--- config.mk ---
export PLATFORM = sky130hd
export DESIGN_NAME = dual_qam_mapper
export DESIGN_NICKNAME = d
export VERILOG_FILES = /design/src/rtl/qmap_pkg.sv /design/src/rtl/qmap_mode_ctl.sv /design/src/rtl/qmap_lut.sv /design/src/rtl/qmap_out_reg.sv /design/src/rtl/dual_qam_mapper.sv
export SDC_FILE = /design/constraint.sdc
export NUM_CORES = 1
export LEC_CHECK = 0
export BUFFER_PORTS_ARGS = -buffer_cell sky130_fd_sc_hd__buf_2
export CORE_MARGIN = 2
export CORE_UTILIZATION = 39
export CTS_BUF_LIST = sky130_fd_sc_hd__clkbuf_16
export DETAILED_ROUTE_END_ITERATION = 8
export GPL_ROUTABILITY_DRIVEN = 1
export PLACE_DENSITY = 0.85
export SETUP_SLACK_MARGIN = 0.02
export SLEW_MARGIN = 10
export SYNTH_ARGS = -nofsm -noshare
export SYNTH_HDL_FRONTEND = slang
export SYNTH_SLANG_ARGS = --single-unit
--- constraint.sdc ---
create_clock -name clk -period 1.6 [get_ports clk]
set_input_delay 0.32 -clock clk [delete_from_list [all_inputs] [get_ports clk]]
set_output_delay 0.32 -clock clk [all_outputs]
set_load 0.01 [all_outputs]
--- src/rtl/qmap_pkg.sv ---
package qmap_pkg;

    localparam int SAMPLE_W = 16;
    localparam int GROUP_W  = 4;
    localparam int LEVEL_W  = 3;

    typedef enum logic {
        MODE_QAM16 = 1'b0,
        MODE_QPSK2 = 1'b1
    } map_mode_e;

    typedef struct packed {
        logic signed [SAMPLE_W-1:0] i;
        logic signed [SAMPLE_W-1:0] q;
    } iq_t;

    // Gray-coded 4-level axis table, unit-free
    function automatic logic signed [LEVEL_W-1:0] qam16_axis(input logic [1:0] b);
        logic signed [LEVEL_W-1:0] lv;
        case (b)
            2'b00:   lv = -3'sd3;
            2'b01:   lv = -3'sd1;
            2'b11:   lv = 3'sd1;
            default: lv = 3'sd3;
        endcase
        return lv;
    endfunction

    function automatic logic signed [LEVEL_W-1:0] qpsk_axis(input logic b);
        return b ? 3'sd1 : -3'sd1;
    endfunction

    function automatic logic signed [SAMPLE_W-1:0] scale_level(
        input logic signed [LEVEL_W-1:0]  lv,
        input logic signed [SAMPLE_W-1:0] unit
    );
        logic signed [SAMPLE_W+LEVEL_W-1:0] prod;
        prod = lv * unit;
        return prod[SAMPLE_W-1:0];
    endfunction

endpackage

--- src/rtl/qmap_mode_ctl.sv ---
module qmap_mode_ctl
    import qmap_pkg::*;
(
    input  logic      clk,
    input  logic      rst,
    input  logic      in_valid,
    input  logic      in_sof,
    input  logic      mode_sel,
    output map_mode_e mode_eff
);
    map_mode_e mode_q;
    logic      take_new;

    assign take_new = in_valid && in_sof;
    assign mode_eff = take_new ? map_mode_e'(mode_sel) : mode_q;

    always_ff @(posedge clk) begin
        if (rst) begin
            mode_q <= MODE_QAM16;
        end else if (take_new) begin
            mode_q <= map_mode_e'(mode_sel);
        end
    end
endmodule

--- src/rtl/qmap_lut.sv ---
module qmap_lut
    import qmap_pkg::*;
#(
    parameter logic signed [SAMPLE_W-1:0] UNIT = 16'sd4096
)(
    input  logic [GROUP_W-1:0] bits,
    input  map_mode_e          mode,
    output iq_t                sym1,
    output iq_t                sym2,
    output logic               act2
);
    localparam int NSTREAM = 2;
    localparam int HALF_W  = GROUP_W / NSTREAM;

    iq_t qpsk_sym [NSTREAM];
    iq_t qam_sym;

    // one QPSK point per half of the group; stream 0 uses the upper half
    for (genvar s = 0; s < NSTREAM; s++) begin : g_qpsk
        localparam int TOP = GROUP_W - 1 - s * HALF_W;
        always_comb begin
            qpsk_sym[s].i = scale_level(qpsk_axis(bits[TOP]), UNIT);
            qpsk_sym[s].q = scale_level(qpsk_axis(bits[TOP-1]), UNIT);
        end
    end

    always_comb begin
        qam_sym.i = scale_level(qam16_axis(bits[3:2]), UNIT);
        qam_sym.q = scale_level(qam16_axis(bits[1:0]), UNIT);
    end

    always_comb begin
        if (mode == MODE_QPSK2) begin
            sym1 = qpsk_sym[0];
            sym2 = qpsk_sym[1];
            act2 = 1'b1;
        end else begin
            sym1 = qam_sym;
            sym2 = '0;
            act2 = 1'b0;
        end
    end
endmodule

--- src/rtl/qmap_out_reg.sv ---
module qmap_out_reg
    import qmap_pkg::*;
(
    input  logic clk,
    input  logic rst,
    input  logic in_valid,
    input  iq_t  sym1_d,
    input  iq_t  sym2_d,
    input  logic act2_d,
    output logic valid_q,
    output iq_t  sym1_q,
    output iq_t  sym2_q,
    output logic act2_q
);
    always_ff @(posedge clk) begin
        if (rst) begin
            valid_q <= 1'b0;
            act2_q  <= 1'b0;
            sym1_q  <= '0;
            sym2_q  <= '0;
        end else begin
            valid_q <= in_valid;
            act2_q  <= in_valid && act2_d;
            if (in_valid) begin
                sym1_q <= sym1_d;
                sym2_q <= sym2_d;
            end
        end
    end
endmodule

--- src/rtl/dual_qam_mapper.sv ---
module dual_qam_mapper
    import qmap_pkg::*;
#(
    parameter logic signed [15:0] UNIT = 16'sd4096
)(
    input  logic        clk,
    input  logic        rst,
    input  logic        in_valid,
    input  logic        in_sof,
    input  logic [3:0]  in_bits,
    input  logic        mode_sel,
    output logic        out_valid,
    output logic [15:0] s1_i,
    output logic [15:0] s1_q,
    output logic [15:0] s2_i,
    output logic [15:0] s2_q,
    output logic        s2_active
);
    map_mode_e mode_eff;
    iq_t       sym1_d, sym2_d, sym1_q, sym2_q;
    logic      act2_d;

    qmap_mode_ctl u_mode (
        .clk      (clk),
        .rst      (rst),
        .in_valid (in_valid),
        .in_sof   (in_sof),
        .mode_sel (mode_sel),
        .mode_eff (mode_eff)
    );

    qmap_lut #(.UNIT(UNIT)) u_lut (
        .bits (in_bits),
        .mode (mode_eff),
        .sym1 (sym1_d),
        .sym2 (sym2_d),
        .act2 (act2_d)
    );

    qmap_out_reg u_oreg (
        .clk      (clk),
        .rst      (rst),
        .in_valid (in_valid),
        .sym1_d   (sym1_d),
        .sym2_d   (sym2_d),
        .act2_d   (act2_d),
        .valid_q  (out_valid),
        .sym1_q   (sym1_q),
        .sym2_q   (sym2_q),
        .act2_q   (s2_active)
    );

    assign s1_i = sym1_q.i;
    assign s1_q = sym1_q.q;
    assign s2_i = sym2_q.i;
    assign s2_q = sym2_q.q;
endmodule

* Yosys cells after proc, flatten, opt, wreduce, memory -nomap -nowiden *
Cells that the tools add are included.
W data, S select, Z words.

cells by class
  reduce and logical (&&, ||, !) cells = 4
  eq/ne operators = 4
  mux-type cells = 10

operator list
  operator              number
  $mux W32              2
  $pmux W3 S3           2
  $mux W3               4
  $eq A2 B1 Y1 const B  2
  $eq A2 B2 Y1 const B  2
  $logic_not A2 Y1      2
  $logic_and A1 B1 Y1   2
  $mux W1               2

word-level totals
  input port bits = 9
  register bits after elaboration = 67
  word-level logic and storage cells = 25
  output and inout port bits = 66

* Logic depth before layout (Yosys ltp) *
Gate-level depths: netlist of the first run.

  depth after elaboration = 4
  gate-level depth with buffers = 5
  mapped depth without buffers = 5

* Hierarchy *
A second synthesis of the first run with hierarchy kept.

unflattened totals
  cell total of the unflattened synthesis = 289
  area total of the unflattened synthesis = 2949.1 um^2

by module, submodules not included
  module         area each (um^2)  cells each  seq. area each (um^2)  times used
  qmap_out_reg   2363.5            210         1321.3                 1
  qmap_lut       538.0             74          0.0                    1
  qmap_mode_ctl  47.5              5           20.0                   1

* Worst setup path after synthesis of the first run *
No wires, ideal clock.

  kind = input to register
  start point = in in_sof
  end point = reg, netlist name u_oreg.sym1_q[30]
  required time = 1.509 ns
  data arrival time = 1.321 ns
  path buffers = 1
  stages on the path = 4
  slack = 0.188 ns
  setup time = 0.091 ns
  cell sequence = and3_4 buf_6 or4_1 a311oi_1

on the way
  word-level cells in the longest chain between the ends = 3

RTL lines
  element              line                  RTL
  from (decl)          dual_qam_mapper.sv:9  input logic in_sof,
  $logic_and A1 B1 Y1  qmap_mode_ctl.sv:14   assign take_new = in_valid && in_sof;
  $mux W1              qmap_mode_ctl.sv:15   assign mode_eff = take_new ? map_mode_e'(mode_sel) : mode_q;
  $mux W32             qmap_lut.sv:33        if (mode == MODE_QPSK2) begin

Every way passes these cells.
A chain may end at the register's enable or synchronous reset.

* Worst setup path in the final report of the first run *
  start point = in in_bits[2]
  end point = reg, netlist name u_oreg.sym1_q[30]

on the way
  word-level cells in the longest chain between the ends = 3
  elaborated cells between the ends (all ways) = 5
  classes of those cells = eq/ne: 2; mux: 2; reduce/logical: 1

RTL lines
  element                               line                   RTL
  from (decl)                           dual_qam_mapper.sv:10  input logic [3:0] in_bits,
  $eq A2 B2 Y1 (tied with other cells)  qmap_pkg.sv:20         case (b)
  $pmux W3 S3 *                         qmap_pkg.sv:20
  $mux W32 *                            qmap_lut.sv:33

Mark *: on every way between the ends. The rest lies on a longest branch, timed or not.

==> metrics.csv, run 1 <==
stage;metric;value;unit
run_status;status;complete, no violations;
critical_path;critPathKind;primary input to register;
synthesis;synth-main-ff-cell;dfxtp_1;
global_routing;grt_pass1_wl;2235;µm
floorplanning;io_pins;75;
critical_path;crit_chain;buf_2 > inv_1 > ha_1 > or4_1 > a311oi_1;
cells_and_area;synthToLayoutAreaGrowth;1.673;%
clocking;cts_tree;built;
global_routing;grt_overflow_total;0;
clocking;clk_pin_slew;40;ps
power_and_ir_drop;vdd_drop_max;0.0006540;V
cells_and_area;nNetsFinal;153;
clocking;cts_root_buffer;clkbuf_16;
critical_path;critPathArrivalTime;1450;ps
synthesis;netlist.area_leader.share;0.4324;
routing;vias_per_cell;3.750;
clocking;worstSkewPairLatency;240;ps
floorplanning;die_h;53.93;µm
sta;setup-violations-final;0;
place;dp_hpwl;1156;µm
place;dpl_cell_area;909.6;µm²
power_and_ir_drop;p_leak;0.5641;nW
critical_path;critPathSlowestCell;or4_1;
synthesis;synth_common_cells;56 x buf_4, 11 x dfxtp_1, 8 x nor2_1;
clocking;cts_sinks;11;
cells_and_area;ff_latch_area;220.2;µm²
place;place_congestion;0.7502;
sta;rsz0062_at_grt;false;
place;io_buffers;26;
sta;tns;0;ps
synthesis;synth_seq_area_share;0.2265;
routing;wl;1490;µm
clocking;cts_buffers;3;
cells_and_area;multi_input_area;469.2;µm²
routing;first_iter_violations;5;
sta;timing.fmax;774.9;MHz
routing;ant_nets;0;
synthesis;ys_ff_latch;11;
synthesis;synthCells;116;
synthesis;synth_top_cells_by_area;buf_4 43%, dfxtp_1 23%, ha_1 6.4%;
routing;post_drt_wl_per_cell;8.869;µm
cells_and_area;n_fill_cell;255;
cells_and_area;stdcell_area;988.4;µm²
global_routing;antenna_found_initial;0;
synthesis;yosys.area.top_type;buf_4;
critical_path;crit_fanout;4;
min_path;hp-class;primary input to register;
power_and_ir_drop;power;0.9225;mW
power_and_ir_drop;p_per_area;933.3;mW/mm²
routing;drtPass1Iterations;3;
sta;holdWs;403.2;ps
sta;worst_slack;309.5;ps
routing;drc;0;
synthesis;synth_cell_types;29;
critical_path;required;1760;ps
floorplanning;initial_core_util;0.4034;
sta;slew_viol_final;0;
synthesis;synth_most_common_cell;buf_4;
cells_and_area;n_antenna_cell;0;
critical_path;startpoint_type;primary input;
floorplanning;rows;18;
global_routing;grt_max_degree;13;
sta;hold_viol;0;
critical_path;cpPeakStageDelay;510;ps
clocking;post_cts_resized;0;
clocking;postCtsSetupRepairBufs;0;
global_routing;grt_pass1_vias;522;
cells_and_area;drive_above_1_share;0.2754;
clocking;cts_buffer_depth;2;
critical_path;endpoint_kind;register;
job;max_cap_violations;0;
floorplanning;core_region_area;0.002410;mm²
clocking;cts_hold_buf;0;
synthesis;synth_edf_count;0;
clocking;htreeDepth;1;
synthesis;syn_area;972.2;µm²
critical_path;crit_family;simple AND/OR/NAND/NOR gates;
synthesis;ys.warnings.count;0;
synthesis;synth_area_per_cell;8.381;µm²
floorplanning;dieWidth;53.93;µm
routing;num_vias;630;
floorplanning;die_area;0.002908;mm²
sta;finalCriticalPeriod;1291;ps
sta;post-route-period-util;0.8066;
critical_path;cp_num_buf_inv;2;
synthesis;async_flop_share;0;
global_routing;track_usage;0.1128;
sta;fin_skew;2.592;ps
place;place_worst_setup_slack;56.41;ps
==> final timing paths <==
| path | slack [ps] | cells after the start | end | startpoint |
|---|---|---|---|---|
| setup / recovery | 310 | 5 | u_oreg.sym1_q[30] | in_bits[2] |
| hold / removal | 400 | 4 | u_oreg.sym2_q[30] | in_bits[1] |
| setup reg to reg | 350 | 3 | u_oreg.sym1_q[30] | u_mode.mode_q |
| hold reg to reg | 480 | 2 | u_oreg.sym1_q[28] | u_oreg.sym1_q[28] |
==> power breakdown <==
| part | leakage, nW | switching, mW | internal (mW) | total [mW] |
|---|---|---|---|---|
| Clock | 0.0423 | 0.130 | 0.329 | 0.458 |
| Combinational | 0.431 | 0.111 | 0.0532 | 0.165 |
| Sequential | 0.0906 | 0.00815 | 0.292 | 0.300 |
| Total | 0.564 | 0.249 | 0.673 | 0.923 |
==> state kept, by name, indices dropped and copies added (netlist names) <==
signal	cells
u_oreg.sym1_q	5
u_oreg.valid_q	1
u_mode.mode_q	1
u_oreg.act2_q	1
u_oreg.sym2_q	3
==> cell usage in the layout (no fill, tap or decap), drive strengths merged <==
cell type,count
buf,31
nor2,8
or3b,1
or4,2
clkbuf,3
o221ai,1
nor4,1
ha,5
and3,1
nand2,1
conb,48
o21ai,3
a311oi,1
nor2b,2
dfxtp,11
nor3b,1
a21boi,1
o311ai,1
nor4b,1
inv,5
nand2b,3
nand3b,1
a21oi,2
o211a,1
o211ai,2
a211oi,1
==> cell type report <==
type	instances	area share
clock inverters	1	0.003797
inverters	4	0.01519
well taps	30	0.03797
clock buffers	3	0.07595
flip-flops and latches	11	0.2228
repair buffers	31	0.1696
multi-input cells	88	0.4747
==> worst reg2reg max path: cells and delay by family, from the launching register on <==
family / cells / cell delay (ps)
AO/OA/AOI/OAI: 2 / 410
flip-flops: 1 / 280
AND/OR/NAND/NOR: 1 / 460
==> cells by family after synthesis <==
| kind of cell | Yosys count | synth area share |
|---|---|---|
| AO/OA/AOI/OAI | 13 | 0.09781 |
| flip-flops | 11 | 0.2265 |
| other | 1 | 0.003857 |
| AND/OR/NAND/NOR | 22 | 0.1351 |
| buffers and inverters | 64 | 0.4723 |
| adder cells (fa/ha/maj) | 5 | 0.06435 |
==> per-stage QoR <==
stage,util,instances
after floorplan,-,163
after global placement,0.3775,164
after detailed placement,0.3775,164
after CTS,0.4102,168
after global routing,0.4102,168
final,0.4102,168
==> layer usage <==
layer / up-vias / track usage / share of wire
li1: 319 / - / -
met2: 40 / 0.1768 / 0.46
met4: 0 / 0.06410 / 0.022
met1: 266 / 0.1176 / 0.39
met5: - / 0 / 0
met3: 5 / 0.06389 / 0.14
Power figures use the tool's default switching activity.
==> inputs of run 2 (changes only) <==
--- a/config.mk
+++ b/config.mk
@@ -5,6 +5,7 @@
 export SDC_FILE = /design/constraint.sdc
 export NUM_CORES = 1
 export LEC_CHECK = 0
+export ABC_AREA = 1
 export BUFFER_PORTS_ARGS = -buffer_cell sky130_fd_sc_hd__buf_2
 export CORE_MARGIN = 2
 export CORE_UTILIZATION = 39
==> constraint.sdc (replaced) <==
create_clock -name clk -period 1.35 [get_ports clk]
set_input_delay 0.27 -clock clk [delete_from_list [all_inputs] [get_ports clk]]
set_output_delay 0.27 -clock clk [all_outputs]
set_load 0.01 [all_outputs]
==> run 2 against run 1 <==
- clock power rose by 16%
- critical endpoint is now s1_q[14]
- worst hold slack got worse by 83 ps
- core utilization rose by 0.82 points
- sequential share of layout area rose by 0.85 points
- via count rose by 6.0%
- global-route usage fell by 1.2 points
- critical path depth fell by 4
- first-iteration DRC count did not move
- sequential cell count did not move
==> metrics.csv, run 2 <==
stage;metric;value;unit;change
clocking;cts_hold_buf;0;;unchanged
place;place_congestion;0.7431;;-0.95%
synthesis;synth_top_cells_by_area;buf_4 44%, dfxtp_1 23%, nand3_1 7.3%;;
routing;wl;1370;µm;-8.1%
synthesis;synthCells;134;;+16%
cells_and_area;synthToLayoutAreaGrowth;-0.9115;%;
critical_path;endpoint_kind;primary output;;
power_and_ir_drop;p_comb_frac;0.187;;+0.009
sta;tns;0;ps;unchanged
routing;vias_per_cell;3.691;;-1.6%
floorplanning;die_area;0.002877;mm²;-1.1%
synthesis;yosys.area.top_type;buf_4;;
clocking;cts_tree;built;;
synthesis;async_flop_share;0;;unchanged
synthesis;synth_seq_area_share;0.2292;;+0.002654
floorplanning;initial_core_util;0.4222;;+0.01878
critical_path;startpoint_type;register;;
synthesis;synth_edf_count;0;;unchanged
clocking;clk_pin_slew;40;ps;about the same
cells_and_area;largest_reg_flops;5;;unchanged
power_and_ir_drop;p_switching;0.2994;mW;+20%
min_path;hp-class;primary input to register;;
routing;drc;0;;unchanged
cells_and_area;most-common-layout-cells;48 x conb_1, 26 x buf_2, 15 x inv_1;;
critical_path;crit_family;flip-flops;;
global_routing;grt_pass1_wl;2007;µm;-10%
floorplanning;dieWidth;53.64;µm;-0.54%
clocking;worstSkewPairLatency;240;ps;about the same
critical_path;cpPeakStageDelay;350;ps;-160 ps
critical_path;required;1080;ps;-680 ps
sta;post-route-period-util;0.7385;;
power_and_ir_drop;seqPwrFrac;0.328;;+0.003
synthesis;synth_common_cells;56 x buf_4, 14 x inv_1, 14 x nand2_1, 14 x nand3_1, 14 x nor2_1;;
floorplanning;die_h;53.64;µm;-0.54%
clocking;cts_buffer_depth;2;;unchanged
global_routing;grtUsageMet3;0.05556;;-0.008333
critical_path;critPathSlowestCell;dfxtp_1;;
synthesis;synth_most_common_cell;buf_4;;
synthesis;synth_cell_types;13;;-55%
cells_and_area;layout_commonest_cell;conb_1;;
cells_and_area;nNetsFinal;168;;+9.8%
power_and_ir_drop;power_report.internal_total;0.7952;mW;+18%
floorplanning;io_pins;75;;unchanged
synthesis;ys.warnings.count;0;;unchanged
global_routing;grtUsageMet1;0.1059;;-0.01176
global_routing;grt_pass1_vias;474;;-9.2%
sta;slew_viol_final;0;;unchanged
global_routing;grt_overflow_total;0;;unchanged
floorplanning;rows;17;;-1
sta;holdWs;320.6;ps;-82.62 ps
place;dp_hpwl;1158;µm;+0.19%
critical_path;critPathArrivalTime;730;ps;-720 ps
clocking;cts_buffers;3;;unchanged
critical_path;cp_num_buf_inv;1;;-1
synthesis;netlist.area_leader.share;0.4375;;+0.005068
cells_and_area;drive_above_1_share;0.2026;;-0.07275
cells_and_area;n_antenna_cell;0;;unchanged
sta;hold_viol;0;;unchanged
job;max_cap_violations;0;;unchanged
global_routing;met2_usage;0.1667;;-0.01016
critical_path;critPathKind;register to primary output;;
synthesis;synth_area_per_cell;7.171;µm²;-14%
synthesis;ys_ff_latch;11;;unchanged
synthesis;synth-main-ff-cell;dfxtp_1;;
sta;worst_slack;353.0;ps;+43.53 ps
sta;setup-violations-final;0;;unchanged
clocking;htreeDepth;1;;unchanged
run_status;status;complete, no violations;;
cells_and_area;regMostFlops;u_oreg.sym1_q;;
routing;num_vias;668;;+6.0%
global_routing;track_usage;0.1004;;-0.01238
clocking;cts_sinks;11;;unchanged
global_routing;antenna_found_initial;0;;unchanged
routing;ant_nets;0;;unchanged
critical_path;crit_fanout;3;;-1
routing;first_iter_violations;5;;unchanged
power_and_ir_drop;p_leak;0.6230;nW;+10%
global_routing;grt_max_degree;15;;+2
clocking;cts_root_buffer;clkbuf_16;;
routing;drtPass1Iterations;4;;+1
clocking;postCtsSetupRepairBufs;0;;unchanged
place;io_buffers;26;;unchanged
critical_path;crit_chain;buf_2;;
sta;timing.fmax;1003;MHz;
clocking;post_cts_resized;0;;unchanged
power_and_ir_drop;swShare;0.2735;;+0.003339
floorplanning;core_region_area;0.002276;mm²;-5.6%
power_and_ir_drop;vdd_drop_max;0.0008080;V;+24%
sta;rsz0062_at_grt;false;;
power_and_ir_drop;p_per_area;1150;mW/mm²;+23%
place;place_worst_setup_slack;192.3;ps;+135.8 ps
synthesis;syn_area;960.9;µm²;-1.2%
global_routing;busiest_layer;met2;;
routing;post_drt_wl_per_cell;7.569;µm;-15%
power_and_ir_drop;clkPwrFrac;0.485;;-0.012
cells_and_area;largestRegisters;u_oreg.sym1_q: 5 flops, u_oreg.sym2_q: 3 flops;;
sta;fin_skew;5.121;ps;+2.529 ps
cells_and_area;finalCoreUtilization;0.4184;;+0.008185
sta;finalCriticalPeriod;997.0;ps;
run 2: cell types whose count changed after synthesis, moves of 2 or more:
cell      delta
nand3_1     +14
nor2_1       +6
o21ai_0      -3
nor2b_1      -2
inv_1       +10
nand2_1     +13
o211ai_1     -2
nand2b_1     -3
run 2: through the flow:
step / area, µm² / cells / power [mW]
floorplan: 1137 / 181 / 0.6306
global placement: 873.3 / 177 / 0.5630
CTS: 952.2 / 181 / 1.107
finish: 952.2 / 181 / 1.095
global route: 952.2 / 181 / 1.153
detailed placement: 873.3 / 177 / 0.5684
run 2: layout make-up:
cell class | count | area (µm²)
fill | 239 | 1324
multi-input combinational | 98 | 435.4
sequential | 11 | 220.2
timing repair buffer | 26 | 130.1
clock buffer | 3 | 75.07
inverter | 14 | 52.55
tap | 28 | 35.03
clock inverter | 1 | 3.754
run 2: logic make-up (layout without fill, tap and decap cells):
| family | after synthesis | count (layout) | share of synthesized area |
|---|---|---|---|
| AND/OR/NAND/NOR | 44 | 44 | 0.1953 |
| other | 1 | 48 | 0.003903 |
| adder cells (fa/ha/maj) | 5 | 5 | 0.06510 |
| buffers and inverters | 72 | 44 | 0.5013 |
| flip-flops | 11 | 11 | 0.2292 |
| AO/OA/AOI/OAI | 1 | 1 | 0.005203 |
run 2: path summary, 6_finish.rpt:
path | slack (ps) | startpoint | to | cells past startpoint
min | 320 | in_bits[1] | u_oreg.sym2_q[30] | 4
min reg2reg | 480 | u_oreg.sym1_q[28] | u_oreg.sym1_q[28] | 2
max reg2reg | 460 | u_mode.mode_q | u_oreg.sym2_q[30] | 6
max | 350 | u_oreg.sym1_q[14] | s1_q[14] | 1
run 2: per-layer routing:
metal,wire length [µm],share of wire
met1,483,0.35
met2,687,0.50
met3,191,0.14
met4,8,0.0058
met5,0,0
run 2: power groups by stage:
stage	combinational, mW	clock [mW]	sequential, mW
global route	0.237	0.554	0.362
floorplan	0.257	0	0.374
global placement	0.199	0	0.364
CTS	0.204	0.544	0.359
detailed placement	0.203	0	0.365
finish	0.205	0.531	0.359
